## config.mk

```make
export PLATFORM = sky130hd
export DESIGN_NAME = prio_nest_intc
export DESIGN_NICKNAME = d
export VERILOG_FILES = /design/src/rtl/pni_pkg.sv /design/src/rtl/pni_pend.sv /design/src/rtl/pni_pick.sv /design/src/rtl/pni_stack.sv /design/src/rtl/prio_nest_intc.sv
export SDC_FILE = /design/constraint.sdc
export NUM_CORES = 1
export LEC_CHECK = 0
export BUFFER_PORTS_ARGS = -buffer_cell sky130_fd_sc_hd__buf_2
export CORE_MARGIN = 4
export CORE_UTILIZATION = 50
export CTS_BUF_LIST = sky130_fd_sc_hd__clkbuf_4
export CTS_CLUSTER_DIAMETER = 50
export DETAILED_ROUTE_END_ITERATION = 8
export GPL_TIMING_DRIVEN = 0
export PLACE_DENSITY = 0.7
export SYNTH_ARGS = -nofsm -noshare
export SYNTH_HDL_FRONTEND = slang
export SYNTH_SLANG_ARGS = --single-unit
```

## constraint.sdc

```tcl
create_clock -name clk -period 2.5 [get_ports clk]
set_input_delay 0.75 -clock clk [delete_from_list [all_inputs] [get_ports clk]]
set_output_delay 0.75 -clock clk [all_outputs]
set_load 0.05 [all_outputs]
```

## src/rtl/pni_pkg.sv

```systemverilog
package pni_pkg;
  typedef enum logic [1:0] {
    ACK_MASK  = 2'd0,
    ACK_MACRO = 2'd1,
    ACK_NMI   = 2'd2
  } ack_kind_e;
endpackage

```

## src/rtl/pni_pend.sv

```systemverilog
// Rising-edge capture with per-bit pending flags, cleared on acknowledge.
module pni_pend #(
  parameter int W = 8
) (
  input  logic         clk,
  input  logic         rst_n,
  input  logic [W-1:0] req_i,
  input  logic [W-1:0] clr_i,
  output logic [W-1:0] pend_o
);
  logic [W-1:0] req_q, pend_q, pend_d;

  always_comb begin
    pend_d = (pend_q & ~clr_i) | (req_i & ~req_q);
  end

  always_ff @(posedge clk or negedge rst_n) begin
    if (!rst_n) begin
      req_q  <= '0;
      pend_q <= '0;
    end else begin
      req_q  <= req_i;
      pend_q <= pend_d;
    end
  end

  assign pend_o = pend_q;


  pend_hold_chk: assert property (@(posedge clk) disable iff (!rst_n)
    (($past(pend_q) & ~$past(clr_i)) & ~pend_q) == '0);
endmodule

```

## src/rtl/pni_pick.sv

```systemverilog
// Selects the most urgent request: smallest level, then lowest index.
module pni_pick #(
  parameter int N     = 8,
  parameter int LW    = 2,
  localparam int IW   = (N > 1) ? $clog2(N) : 1
) (
  input  logic [N-1:0]    req_i,
  input  logic [N*LW-1:0] lvl_i,
  output logic            vld_o,
  output logic [IW-1:0]   idx_o,
  output logic [LW-1:0]   lvl_o
);
  always_comb begin
    vld_o = 1'b0;
    idx_o = '0;
    lvl_o = '1;
    for (int i = N - 1; i >= 0; i--) begin
      if (req_i[i] && (!vld_o || (lvl_i[i*LW +: LW] <= lvl_o))) begin
        vld_o = 1'b1;
        idx_o = IW'(i);
        lvl_o = lvl_i[i*LW +: LW];
      end
    end
  end
endmodule

```

## src/rtl/pni_stack.sv

```systemverilog
// In-service level stack.
module pni_stack #(
  parameter int DEPTH = 5,
  parameter int LW    = 2,
  localparam int CW   = $clog2(DEPTH + 1)
) (
  input  logic          clk,
  input  logic          rst_n,
  input  logic          push_i,
  input  logic [LW-1:0] lvl_i,
  input  logic          pop_i,
  output logic          empty_o,
  output logic          full_o,
  output logic [LW-1:0] top_o,
  output logic [CW-1:0] cnt_o
);
  logic [LW-1:0] ent_q [DEPTH];
  logic [CW-1:0] cnt_q, cnt_d;
  logic [CW-1:0] top_idx;

  assign empty_o = (cnt_q == '0);
  assign full_o  = (cnt_q == CW'(DEPTH));
  assign top_idx = empty_o ? '0 : CW'(cnt_q - 1'b1);
  assign top_o   = ent_q[top_idx];
  assign cnt_o   = cnt_q;

  always_comb begin
    cnt_d = cnt_q;
    if (push_i && !full_o)
      cnt_d = CW'(cnt_q + 1'b1);
    else if (pop_i && !empty_o)
      cnt_d = CW'(cnt_q - 1'b1);
  end

  always_ff @(posedge clk or negedge rst_n) begin
    if (!rst_n) cnt_q <= '0;
    else        cnt_q <= cnt_d;
  end

  always_ff @(posedge clk) begin
    if (push_i && !full_o) ent_q[cnt_q] <= lvl_i;
  end


  no_overflow_chk: assert property (@(posedge clk) disable iff (!rst_n)
    push_i |-> !full_o);


  empty_pop_chk: assert property (@(posedge clk) disable iff (!rst_n)
    (pop_i && !push_i && empty_o) |=> empty_o);
endmodule

```

## src/rtl/prio_nest_intc.sv

```systemverilog
module prio_nest_intc
  import pni_pkg::*;
#(
  parameter int  N_SRC     = 8,
  parameter int  LVL_W     = 2,
  parameter int  STK_DEPTH = 5,
  localparam int IDX_W     = (N_SRC > 1) ? $clog2(N_SRC) : 1,
  localparam int CNT_W     = $clog2(STK_DEPTH + 1)
) (
  input  logic                   clk,
  input  logic                   rst_n,
  input  logic [N_SRC-1:0]       irq_i,
  input  logic [N_SRC*LVL_W-1:0] irq_lvl_i,
  input  logic [N_SRC-1:0]       irq_mask_i,
  input  logic [N_SRC-1:0]       ms_req_i,
  input  logic                   nmi_i,
  input  logic                   ie_set_i,
  input  logic                   ie_clr_i,
  input  logic                   lock_i,
  input  logic                   eos_i,
  output logic                   ack_o,
  output logic [1:0]             ack_kind_o,
  output logic [IDX_W-1:0]       ack_idx_o,
  output logic                   ie_o,
  output logic [CNT_W-1:0]       depth_o,
  output logic [LVL_W-1:0]       cur_lvl_o
);
  localparam logic [LVL_W-1:0] LVL_LAST = '1;

  // reset: asserted asynchronously, released on the clock
  logic [1:0] rst_sync_q;
  logic       rst_ni;
  always_ff @(posedge clk or negedge rst_n) begin
    if (!rst_n) rst_sync_q <= 2'b00;
    else        rst_sync_q <= {rst_sync_q[0], 1'b1};
  end
  assign rst_ni = rst_sync_q[1];

  logic [N_SRC-1:0] pend_irq, pend_ms, clr_irq, clr_ms;
  logic             pend_nmi, clr_nmi;

  pni_pend #(.W(N_SRC)) u_pend_irq (
    .clk(clk), .rst_n(rst_ni), .req_i(irq_i), .clr_i(clr_irq), .pend_o(pend_irq));
  pni_pend #(.W(N_SRC)) u_pend_ms (
    .clk(clk), .rst_n(rst_ni), .req_i(ms_req_i), .clr_i(clr_ms), .pend_o(pend_ms));
  pni_pend #(.W(1)) u_pend_nmi (
    .clk(clk), .rst_n(rst_ni), .req_i(nmi_i), .clr_i(clr_nmi), .pend_o(pend_nmi));

  logic             win_vld, ms_vld;
  logic [IDX_W-1:0] win_idx, ms_idx;
  logic [LVL_W-1:0] win_lvl, ms_lvl_unused;

  pni_pick #(.N(N_SRC), .LW(LVL_W)) u_pick_irq (
    .req_i(pend_irq & ~irq_mask_i), .lvl_i(irq_lvl_i),
    .vld_o(win_vld), .idx_o(win_idx), .lvl_o(win_lvl));
  pni_pick #(.N(N_SRC), .LW(LVL_W)) u_pick_ms (
    .req_i(pend_ms), .lvl_i('0),
    .vld_o(ms_vld), .idx_o(ms_idx), .lvl_o(ms_lvl_unused));

  logic             stk_push, stk_empty, stk_full;
  logic [LVL_W-1:0] stk_top;
  logic [CNT_W-1:0] stk_cnt;

  pni_stack #(.DEPTH(STK_DEPTH), .LW(LVL_W)) u_stack (
    .clk(clk), .rst_n(rst_ni), .push_i(stk_push), .lvl_i(win_lvl),
    .pop_i(eos_i), .empty_o(stk_empty), .full_o(stk_full),
    .top_o(stk_top), .cnt_o(stk_cnt));

  // next-state: arbitration
  logic             ie_q, ie_d;
  logic             ack_q, ack_d;
  ack_kind_e        kind_q, kind_d;
  logic [IDX_W-1:0] idx_q, idx_d;
  logic             outranks, mask_ok;

  always_comb begin
    outranks = stk_empty || (win_lvl < stk_top) ||
               (!lock_i && (win_lvl == LVL_LAST) && (stk_top == LVL_LAST));
    mask_ok  = win_vld && ie_q && !eos_i && !stk_full && outranks;

    ack_d    = 1'b0;
    kind_d   = ACK_MASK;
    idx_d    = '0;
    clr_irq  = '0;
    clr_ms   = '0;
    clr_nmi  = 1'b0;
    stk_push = 1'b0;
    if (pend_nmi) begin
      ack_d   = 1'b1;
      kind_d  = ACK_NMI;
      clr_nmi = 1'b1;
    end else if (ms_vld) begin
      ack_d  = 1'b1;
      kind_d = ACK_MACRO;
      idx_d  = ms_idx;
      clr_ms[ms_idx] = 1'b1;
    end else if (mask_ok) begin
      ack_d    = 1'b1;
      kind_d   = ACK_MASK;
      idx_d    = win_idx;
      clr_irq[win_idx] = 1'b1;
      stk_push = 1'b1;
    end

    ie_d = ie_q;
    if (stk_push)      ie_d = 1'b0;
    else if (ie_set_i) ie_d = 1'b1;
    else if (ie_clr_i) ie_d = 1'b0;
  end

  always_ff @(posedge clk or negedge rst_ni) begin
    if (!rst_ni) begin
      ie_q   <= 1'b0;
      ack_q  <= 1'b0;
      kind_q <= ACK_MASK;
      idx_q  <= '0;
    end else begin
      ie_q   <= ie_d;
      ack_q  <= ack_d;
      kind_q <= kind_d;
      idx_q  <= idx_d;
    end
  end

  assign ack_o      = ack_q;
  assign ack_kind_o = kind_q;
  assign ack_idx_o  = idx_q;
  assign ie_o       = ie_q;
  assign depth_o    = stk_cnt;
  assign cur_lvl_o  = stk_top;


  ack_needs_ie_chk: assert property (@(posedge clk) disable iff (!rst_ni)
    (ack_q && kind_q == ACK_MASK) |-> ($past(ie_q) && !ie_q));


  lvl0_block_chk: assert property (@(posedge clk) disable iff (!rst_ni)
    (!stk_empty && stk_top == '0) |=> !(ack_q && kind_q == ACK_MASK));


  nmi_first_chk: assert property (@(posedge clk) disable iff (!rst_ni)
    pend_nmi |=> (ack_q && kind_q == ACK_NMI));


  ms_no_push_chk: assert property (@(posedge clk) disable iff (!rst_ni)
    (ack_q && kind_q != ACK_MASK) |-> (stk_cnt == $past(stk_cnt) || $past(eos_i)));


  kind_legal_chk: assert property (@(posedge clk) disable iff (!rst_ni)
    ack_q |-> (kind_q != 2'd3));
endmodule

```

==> metrics, run 1 <==
die span in x between 80 and 90 µm; Syn Area/Cell just under 10 µm²; status complete, but fails checks; post-route ant nets 0; CTS sink cnt 56; ys flop type dfrtp_1; # port buffers 58; worst endpoint required time approximately 2.8 ns; Peak VDD IR about 1.3 mV; Max Clock Skew roughly 0.012 ns; dpl hpwl around 5700 µm; I/O Pins 59; Die Footprint roughly 7900 µm²; Worst slew margin around 55%; CP Class primary input to register; crit path DAT 9.99 ns; final hold violation count 0; vias per std cell 5.76; leading cell type in the layout, fill and taps excluded buf_4; Fin Hold WS a little under 0.08 ns; Final period util 389%; Slew @ Worst Pin approximately 0.67 ns; slack of the critical path -7.22 ns; layout cell share with drive strength beyond 1 48.8%; Tot Pwr 4360 µW; Cell Pwr Density roughly 900 nW/µm²; Post-Route WL 9390 µm; H-Tree Level Count 2; Yosys reg bits between 50 and 60; fin. max-slew vios 0; Skew-Pair Late Insertion Delay between 0.3 and 0.4 ns; antenna violations before repair 0; number of vias in the routed layout 3,110; drt first pass iters 4; endpoints failing setup 38; initial core utilization between 50 and 60%; GRT Overall Usage approximately a quarter; net count after synthesis 401; Max Fclk 103 MHz; Diodes inserted 0; failing checks negative setup slack; CP max stage cell or4_4; Tmin final ~10 ns; synthesized instance count between 300 and 400; max_cap viols 0; number of synthesized flops with an enable pin 10; gpl congestion roughly 0.85; Die Ht slightly below 90 µm; sequential element share of the synthesized area 44.1%; delay of the slowest critical-path stage around 0.58 ns; Worst Path Max Fanout 6; clock-pin slew on the worst setup and hold paths roughly 0.15 ns; Synth async-reset ratio about 80%; DR WL/cell 17.4 µm; detailed-route DRC error count 0; synth unique cells 62; CTS tree built; most frequent cells in the layout buf_4 (58), buf_2 (55), dfrtp_1 (43), inv_1 (30), nor2_1 (22); Tightest Hold Check Type register to asynchronous set/reset pin; nets roughly 530; CP dominant cell by count nor2b_4; Congestion Overflow GR 0; Syn Std Cell Area between 3000 and 4000 µm²; TritonCTS Buffers 5; YS warnings 0; number of global-route vias before repair 3,210; Root Driver clkbuf_4; first-pass GRT wire length roughly 14,000 µm; leakage power figure 0.00219 µW; Worst Setup End Kind register; synthesis-to-finish area growth 47.2%; # rows 29; DRT iter0 DRCs approximately 120; RSZ-0062 raised after global routing yes; crit path launch type primary input; Max clock buf depth 2; largest net degree at the start of global routing between 40 and 50; CORE AREA ~6400 µm²
==> report_power, final <==
group | internal [µW] | leakage [µW] | switching, µW
Sequential | 1020 | 0.000591 | 68.3
Clock | 124 | 0.0000360 | 272
Combinational | 1310 | 0.00156 | 1570
Total | 2460 | 0.00219 | 1910
==> kinds of logic after synthesis <==
kind of cell               count (synthesis)  share of synthesized area [%]
AOI/OAI and AO/OA                         91                           21.4
xor gates and xnor gates                   1                          0.266
adders and majority gates                 20                           7.60
buffers and inverters                     36                           4.14
DFF                                       56                           44.1
muxes                                      6                           1.86
other                                      1                          0.114
and+or+nand+nor                          123                           20.6
==> sequential cells by signal, summed over array words and instances, names as in the netlist, 3 cells and up <==
signal and cells:
u_pend_irq.req_q 8, u_stack.cnt_o 3, u_pend_irq.pend_o 8, u_pend_ms.pend_o 8
ack_idx_o 3, u_stack.ent_q 10, u_pend_ms.req_q 8
==> area by class of cell <==
class	instances	area, µm²
Multi-Input combinational cell	243	2280
Fill cell	454	1540
Sequential cell	56	1460
Timing Repair Buffer	120	802
Inverter	35	134
Tap cell	77	96.3
Clock buffer	6	45.0
Buffer	1	15.0
Clock inverter	2	13.8
==> cells in the mapped netlist (3+ instances only) <==
library cell   n  area, µm²
a211o_1        3       26.3
a21o_1         4       30.0
a21oi_1       15       75.1
a22o_1         7       61.3
a22oi_1        4       30.0
dfrtp_1       46       1150
edfxtp_1      10        300
ha_1          20        250
inv_1         35        131
mux2i_1        5       50.1
nand2_1       22       82.6
nand2b_1      13       81.3
nand3_1        3       15.0
nor2_1        26       97.6
nor2b_1       18        113
nor3_1        13       65.1
nor4_1         7       43.8
o21ai_0       22        110
o21ai_1        3       15.0
o31ai_1        4       30.0
or3_1          3       18.8
==> critical path: cells and delay by family <==
kind,cells,cell delay [ns]
mux,2,0.52
compound gates,22,3.39
simple gates,15,2.67
buf+inv,4,0.51
fa+ha+maj,8,2.13
==> path summary, 6_finish.rpt <==
kind	from	to	slack, ns	cells past startpoint
setup reg to reg	u_pend_irq.pend_o[7]	u_stack.cnt_o[2]	-7.12	51
hold reg to reg	rst_sync_q[1]	u_pend_irq.pend_o[6]	0.08	0
hold / removal	rst_sync_q[1]	u_pend_irq.pend_o[6]	0.08	0
setup / recovery	irq_mask_i[7]	u_stack.cnt_o[2]	-7.22	51
max in group asynchronous	rst_sync_q[1]	u_pend_irq.pend_o[2]	1.99	1
min in group clk	rst_sync_q[0]	rst_sync_q[1]	0.38	0
==> metrics by stage <==
step | utilization [%] | setup WS (ns) | cell area, µm² | setup TNS [ns] | cells
4_1_cts | 70.8 | -6.95 | 4520 | -238.36 | 527
6_report | 75.9 | -7.22 | 4840 | -247.24 | 540
3_3_place_gp | 59.9 | -8.36 | 3830 | -282.16 | 469
5_1_grt | 75.9 | -7.55 | 4840 | -258.57 | 540
2_1_floorplan | - | -7.24 | 3440 | -247.30 | 334
3_5_place_dp | 60.3 | -8.57 | 3850 | -289.13 | 470
==> timing repair <==
item | in CTS | in global routing
endpoints found under the hold margin | 0 | 0
endpoints found under the setup margin | 38 | 38
gates cloned | 1 | 0
setup buffers | 48 | 14
hold buffers | 0 | 0
gates resized for setup | 48 | 38
pin swaps | 46 | 40
==> routing by layer <==
metal  share of wire (%)  GRT usage (%)  vias to the layer above  wire length [µm]
li1                    -              -                     1473                 -
met5                   0              0                        -                 0
met3                 3.7           2.86                       23               345
met1                  41           28.2                     1530              3800
met2                  53           42.4                       84              4990
met4                 2.6           8.25                        0               248
No activity file was read; power rests on OpenSTA's default activity.
==> inputs of run 2 (changes only) <==
CELL_PAD_IN_SITES_DETAIL_PLACEMENT = 0   (was not set)
CELL_PAD_IN_SITES_GLOBAL_PLACEMENT = 1   (was not set)
CORE_MARGIN = not set   (was 4)
CORE_UTILIZATION = 45   (was 50)
PLACE_DENSITY = 0.8   (was 0.7)
==> run 2 against run 1 <==
The flow still finishes with violations (negative setup slack). Register-to-register slack improved by 0.07 ns. Global-route usage down 1.1 points. Design area grew 2.0%. Critical path depth is the same. Critical path type unchanged. Clock skew decreased by 0.0033 ns. Clock-buffer cell count unchanged.
==> metrics, run 2 (synthesis gave the netlist of run 1 again) <==
status complete, but fails checks; failing checks negative setup slack; Tmin final 9.59 ns (-0.130 ns); final hold violation count 0 (unchanged); Worst Setup End Kind register; largest net degree at the start of global routing 37 (-12%); max_cap viols 0 (unchanged); placed cells 489 (+4.0%); CP max stage cell or4_4; largest reg by FF count u_stack.ent_q; max reg flops 10 (unchanged); # rows 30 (+3.4%); clock-pin slew on the worst setup and hold paths 0.16 ns (about the same); fin. max-slew vios 0 (unchanged); Max clock buf depth 2 (unchanged); delay of the slowest critical-path stage 0.57 ns (about the same); initial core utilization 47.4% (-4.1 points); number of global-route vias before repair 2,840 (-12%); CTS tree built; DR WL/cell 15.1 µm (-13%); dpl ws -8.62 ns (-0.0466 ns); met3 GRT Util 3.20% (+0.35 points); worst endpoint required time 2.77 ns (about the same); Final period util 384% (-5.2 points); slack of the critical path -7.09 ns (+0.130 ns); Peak VDD IR 0.442 mV (-65%); # port buffers 58 (unchanged); GRT Max-Usage Layer met2; synthesis-to-finish area growth 50.1%; antenna violations before repair 0 (unchanged); CORE AREA 6940 µm² (+8.7%); DRT iter0 DRCs 88 (-24%); Root Driver clkbuf_4; Die Footprint 7660 µm² (-3.6%); Slew @ Worst Pin 0.636 ns (-0.0358 ns); Tot Pwr 4530 µW (+3.8%); GRT Overall Usage 22.1% (-1.1 points); first-pass GRT wire length 13,100 µm (-9.5%); Cell Pwr Density 917 nW/µm² (+1.8%); met2 GRT Util 37.1% (-5.3 points); dpl hpwl 5510 µm (-3.0%); CP Class primary input to register; # hold bufs at CTS 0 (unchanged); Max Fclk 104 MHz (+1.4%); Die Ht 87.5 µm (-1.8%); RSZ-0062 raised after global routing yes; cell family with most CP delay compound AO/OA/AOI/OAI gates; Post-Route WL 8540 µm (-9.0%); crit path DAT 9.86 ns (-0.13 ns); Max Clock Skew 0.00893 ns (-0.00334 ns); Final Instance Count excl. Fillers 567 (+5.0%); Worst slew margin 57.5% (+2.9 points); crit path launch type primary input; Tightest Hold Check Type primary input to asynchronous set/reset pin; Congestion Overflow GR 0 (unchanged); met1 GRT Util 30.2% (+2.1 points); die span in x 87.5 µm (-1.8%); H-Tree Level Count 2 (unchanged); Placement Cell Area 3870 µm² (+0.62%); leading cell type in the layout, fill and taps excluded buf_4; leakage power figure 0.00222 µW (+1.7%); most frequent cells in the layout buf_4 (64), buf_2 (55), dfrtp_1 (42), inv_1 (28), nor2_1 (21); gpl congestion 0.783 (-7.9%); final instance area 4940 µm² (+2.0%); Diodes inserted 0 (unchanged); crit path buf inv count 5 (+1); vias per std cell 5.34 (-7.2%); layout cell share with drive strength beyond 1 50.1% (+1.3 points); endpoints failing setup 38 (unchanged); Skew-Pair Late Insertion Delay 0.38 ns (about the same); nets 537 (+1.5%); CP dominant cell by count ha_4; number of vias in the routed layout 3,029 (-2.6%); CTS sink cnt 56 (unchanged); detailed-route DRC error count 0 (unchanged); Worst Path Max Fanout 6 (unchanged); Fin Hold WS 0.117 ns (+0.0394 ns); drt first pass iters 4 (unchanged); I/O Pins 59 (unchanged); TritonCTS Buffers 5 (unchanged); post-route ant nets 0 (unchanged)
-- run 2: power by group --
group / switching, µW / internal [µW] / total, µW
registers: 47.5 / 1020 / 1070
logic: 1620 / 1430 / 3050
clock network: 287 / 122 / 409
-- run 2: final timing paths --
check | end | slack, ns | depth (start not counted) | startpoint
worst max-delay path | u_stack.cnt_o[2] | -7.09 | 51 | irq_mask_i[7]
worst min-delay path | rst_sync_q[1] | 0.12 | 1 | rst_n
worst max register to register | u_stack.cnt_o[2] | -7.05 | 50 | u_pend_irq.pend_o[7]
worst min register to register | u_pend_irq.req_q[7] | 0.13 | 0 | rst_sync_q[1]
max in group asynchronous | u_stack.cnt_o[0] | 1.91 | 1 | rst_sync_q[1]
min in group clk | rst_sync_q[1] | 0.38 | 0 | rst_sync_q[0]
-- run 2: routing by layer --
metal	up-vias	routed length, µm
met4	0	77
met3	9	314
li1	1489	-
met5	-	0
met2	71	4220
met1	1460	3940
-- run 2: cell type report --
cell class                 instances  area (µm²)
fill                             512        2000
buffer                             1        15.0
tap                               96         120
inverter                          35         141
multi-input combinational        243        2280
clock buffer                       6        45.0
sequential                        56        1460
timing repair buffer             128         873
clock inverter                     2        12.5
-- run 2: stage by stage --
step	util [%]	TNS (ns)
3_3_place_gp	55.5	-288.59
6_report	71.2	-244.05
2_1_floorplan	-	-247.30
5_1_grt	71.2	-258.78
3_5_place_dp	55.8	-289.94
4_1_cts	65.5	-237.74
-- run 2: what timing repair did --
action | CTS | global route
gates resized for setup | 57 | 40
setup endpoints to repair | 38 | 38
pin swaps | 46 | 38
hold endpoints to repair | 0 | 0
cloned | 1 | 0
setup buffers | 46 | 23
==> inputs of run 3 (changes only) <==
CORE_UTILIZATION = 46   (was 45)
SYNTH_HIERARCHICAL = 1   (was not set)
==> run 3 against run 2 <==
The flow still finishes with violations (negative setup slack). Via count grew 26%. Design area grew 32%. Synthesized cell count increased by 27%. Clock power about the same. Combinational power rose to 2.7 times the previous value. Clock skew grew 0.0030 ns. Sequential share of layout area shrank 7.2 points. Die area grew 19%. Final cell count up 26%. Total power up 120%. Wire length increased by 31%. Critical endpoint is now u_stack/ent_q[0][1]. Largest power group unchanged. Highest routed layer unchanged.
==> metrics, run 3 <==
Syn Std Cell Area 4030 µm² (+23%); Root Driver clkbuf_4; most frequent cells in the layout buf_4 (86), inv_1 (59), buf_2 (55), dfrtp_1 (41), conb_1 (30); nets 691 (+29%); Diodes inserted 0 (unchanged); crit path DAT 9.34 ns (-0.52 ns); Peak VDD IR 1.19 mV (+170%); CP Class primary input to register; Syn Area/Cell 9.51 µm² (-3.5%); Final period util 370% (-13 points); drt first pass iters 4 (unchanged); I/O Pins 59 (unchanged); # hold bufs at CTS 0 (unchanged); placed cells 616 (+26%); leading cell type in the layout, fill and taps excluded buf_4; RSZ-0062 raised after global routing yes; initial core utilization 48.4% (+0.96 points); max reg flops 10 (unchanged); CTS tree built; # port buffers 58 (unchanged); final hold violation count 0 (unchanged); Max Clock Skew 0.0119 ns (+0.00295 ns); delay of the slowest critical-path stage 0.52 ns (-0.05 ns); GRT Overall Usage 23.5% (+1.4 points); max_cap viols 0 (unchanged); first-pass GRT wire length 16,600 µm (+27%); leakage power figure 0.00299 µW (+35%); Post-Route WL 11,200 µm (+31%); DR WL/cell 15.6 µm (+3.4%); CP max stage cell a2111oi_4; post-route ant nets 0 (unchanged); Max clock buf depth 2 (unchanged); fillers 535 (+4.5%); synthesized instance count 424 (+27%); gpl congestion 0.767 (-2.1%); largest reg by FF count u_stack/ent_q; detailed-route DRC error count 0 (unchanged); TritonCTS Buffers 5 (unchanged); Tightest Hold Check Type register to asynchronous set/reset pin; dpl hpwl 7230 µm (+31%); Slew @ Worst Pin 0.681 ns (+0.0443 ns); worst endpoint required time 2.58 ns (-0.19 ns); die span in x 95.6 µm (+9.3%); antenna violations before repair 0 (unchanged); dpl ws -8.25 ns (+0.367 ns); endpoints failing setup 46 (+21%); YS warnings 6 (+6); Tmin final 9.26 ns (-0.332 ns); Die Footprint 9150 µm² (+19%); Worst slew margin 54.2% (-3.3 points); Worst Path Max Fanout 6 (unchanged); vias per std cell 5.33 (-0.29%); crit path launch type primary input; CORE AREA 8340 µm² (+20%); clock-pin slew on the worst setup and hold paths 0.16 ns (about the same); # rows 33 (+10%); Congestion Overflow GR 0 (unchanged); number of global-route vias before repair 3,691 (+30%); H-Tree Level Count 2 (unchanged); layout cell share with drive strength beyond 1 56.5% (+6.4 points); Skew-Pair Late Insertion Delay 0.38 ns (about the same); fin. max-slew vios 0 (unchanged); synthesis-to-finish area growth 62.0%; Cell Pwr Density 1510 nW/µm² (+65%); CTS sink cnt 56 (unchanged); Final Instance Count excl. Fillers 716 (+26%); number of vias in the routed layout 3,814 (+26%); Max Fclk 108 MHz (+3.6%); failing checks negative setup slack; CP dominant cell by count buf_4; largest net degree at the start of global routing 42 (+14%); DRT iter0 DRCs 88 (unchanged); Worst Setup End Kind register; Die Ht 95.6 µm (+9.3%); status complete, but fails checks; slack of the critical path -6.76 ns (+0.332 ns)
[run 3: critical path: cells and delay by family]
family	cells	cell delay [ns]
fa+ha+maj	7	1.77
buf+inv	13	1.65
simple gates	12	1.75
compound gates	20	3.44
[run 3: final cells by class]
class	instances	area (µm²)	area share (%)
multi-input cells	329	3540	54.2
plain buffers	2	35.0	0.536
clock buffers	7	52.6	0.804
repair buffers	152	1060	16.2
inverters	64	245	3.75
flip-flops and latches	56	1460	22.3
clock inverters	1	8.76	0.134
well taps	105	131	2.01
[run 3: path summary, 6_finish.rpt]
kind	from	end	slack, ns	cells after the start
min in group clk	rst_sync_q[0]	rst_sync_q[1]	0.38	0
setup reg to reg	u_pend_irq/pend_o[7]	u_stack/ent_q[0][1]	-6.72	51
hold / removal	rst_sync_q[1]	u_pend_irq/req_q[7]	0.09	0
setup / recovery	irq_mask_i[7]	u_stack/ent_q[0][1]	-6.76	52
max in group asynchronous	rst_sync_q[1]	u_stack/cnt_o[0]	1.96	1
hold reg to reg	rst_sync_q[1]	u_pend_irq/req_q[7]	0.09	0
[run 3: stage by stage]
step | setup TNS, ns | hold WS, ns | area, µm² | utilization [%] | total power [µW]
after floorplan | -264.53 | 0.331 | 4740 | - | 5450
after global placement | -307.15 | 0.342 | 5160 | 61.9 | 6180
after detailed placement | -313.80 | 0.0812 | 5190 | 62.2 | 6300
after CTS | -258.91 | 0.0921 | 6120 | 73.4 | 8550
after global routing | -281.48 | 0.0789 | 6540 | 78.4 | 10500
final | -265.40 | 0.0866 | 6540 | 78.4 | 9850
[run 3: power by group]
group | leakage (µW) | internal [µW] | total, µW | switching [µW]
Combinational | 0.00237 | 4100 | 8240 | 4130
Clock | 0.0000363 | 136 | 412 | 276
Sequential | 0.000584 | 1080 | 1210 | 125
[run 3: per-layer routing]
layer  routed length, µm  part of all wire [%]  vias up  track usage (%)
met5                   0                     0        -                0
met4                 129                   1.2        0             5.22
met3                 302                   2.7       15             3.19
met2                6000                    54       60             43.5
met1                4730                    42     1858             28.7
li1                    -                     -     1881                -
[run 3: what timing repair did]
item | in CTS | in global routing
pin swaps | 76 | 39
setup endpoints to repair | 46 | 46
resized for setup | 69 | 56
setup buffers | 73 | 22
hold endpoints to repair | 0 | 0
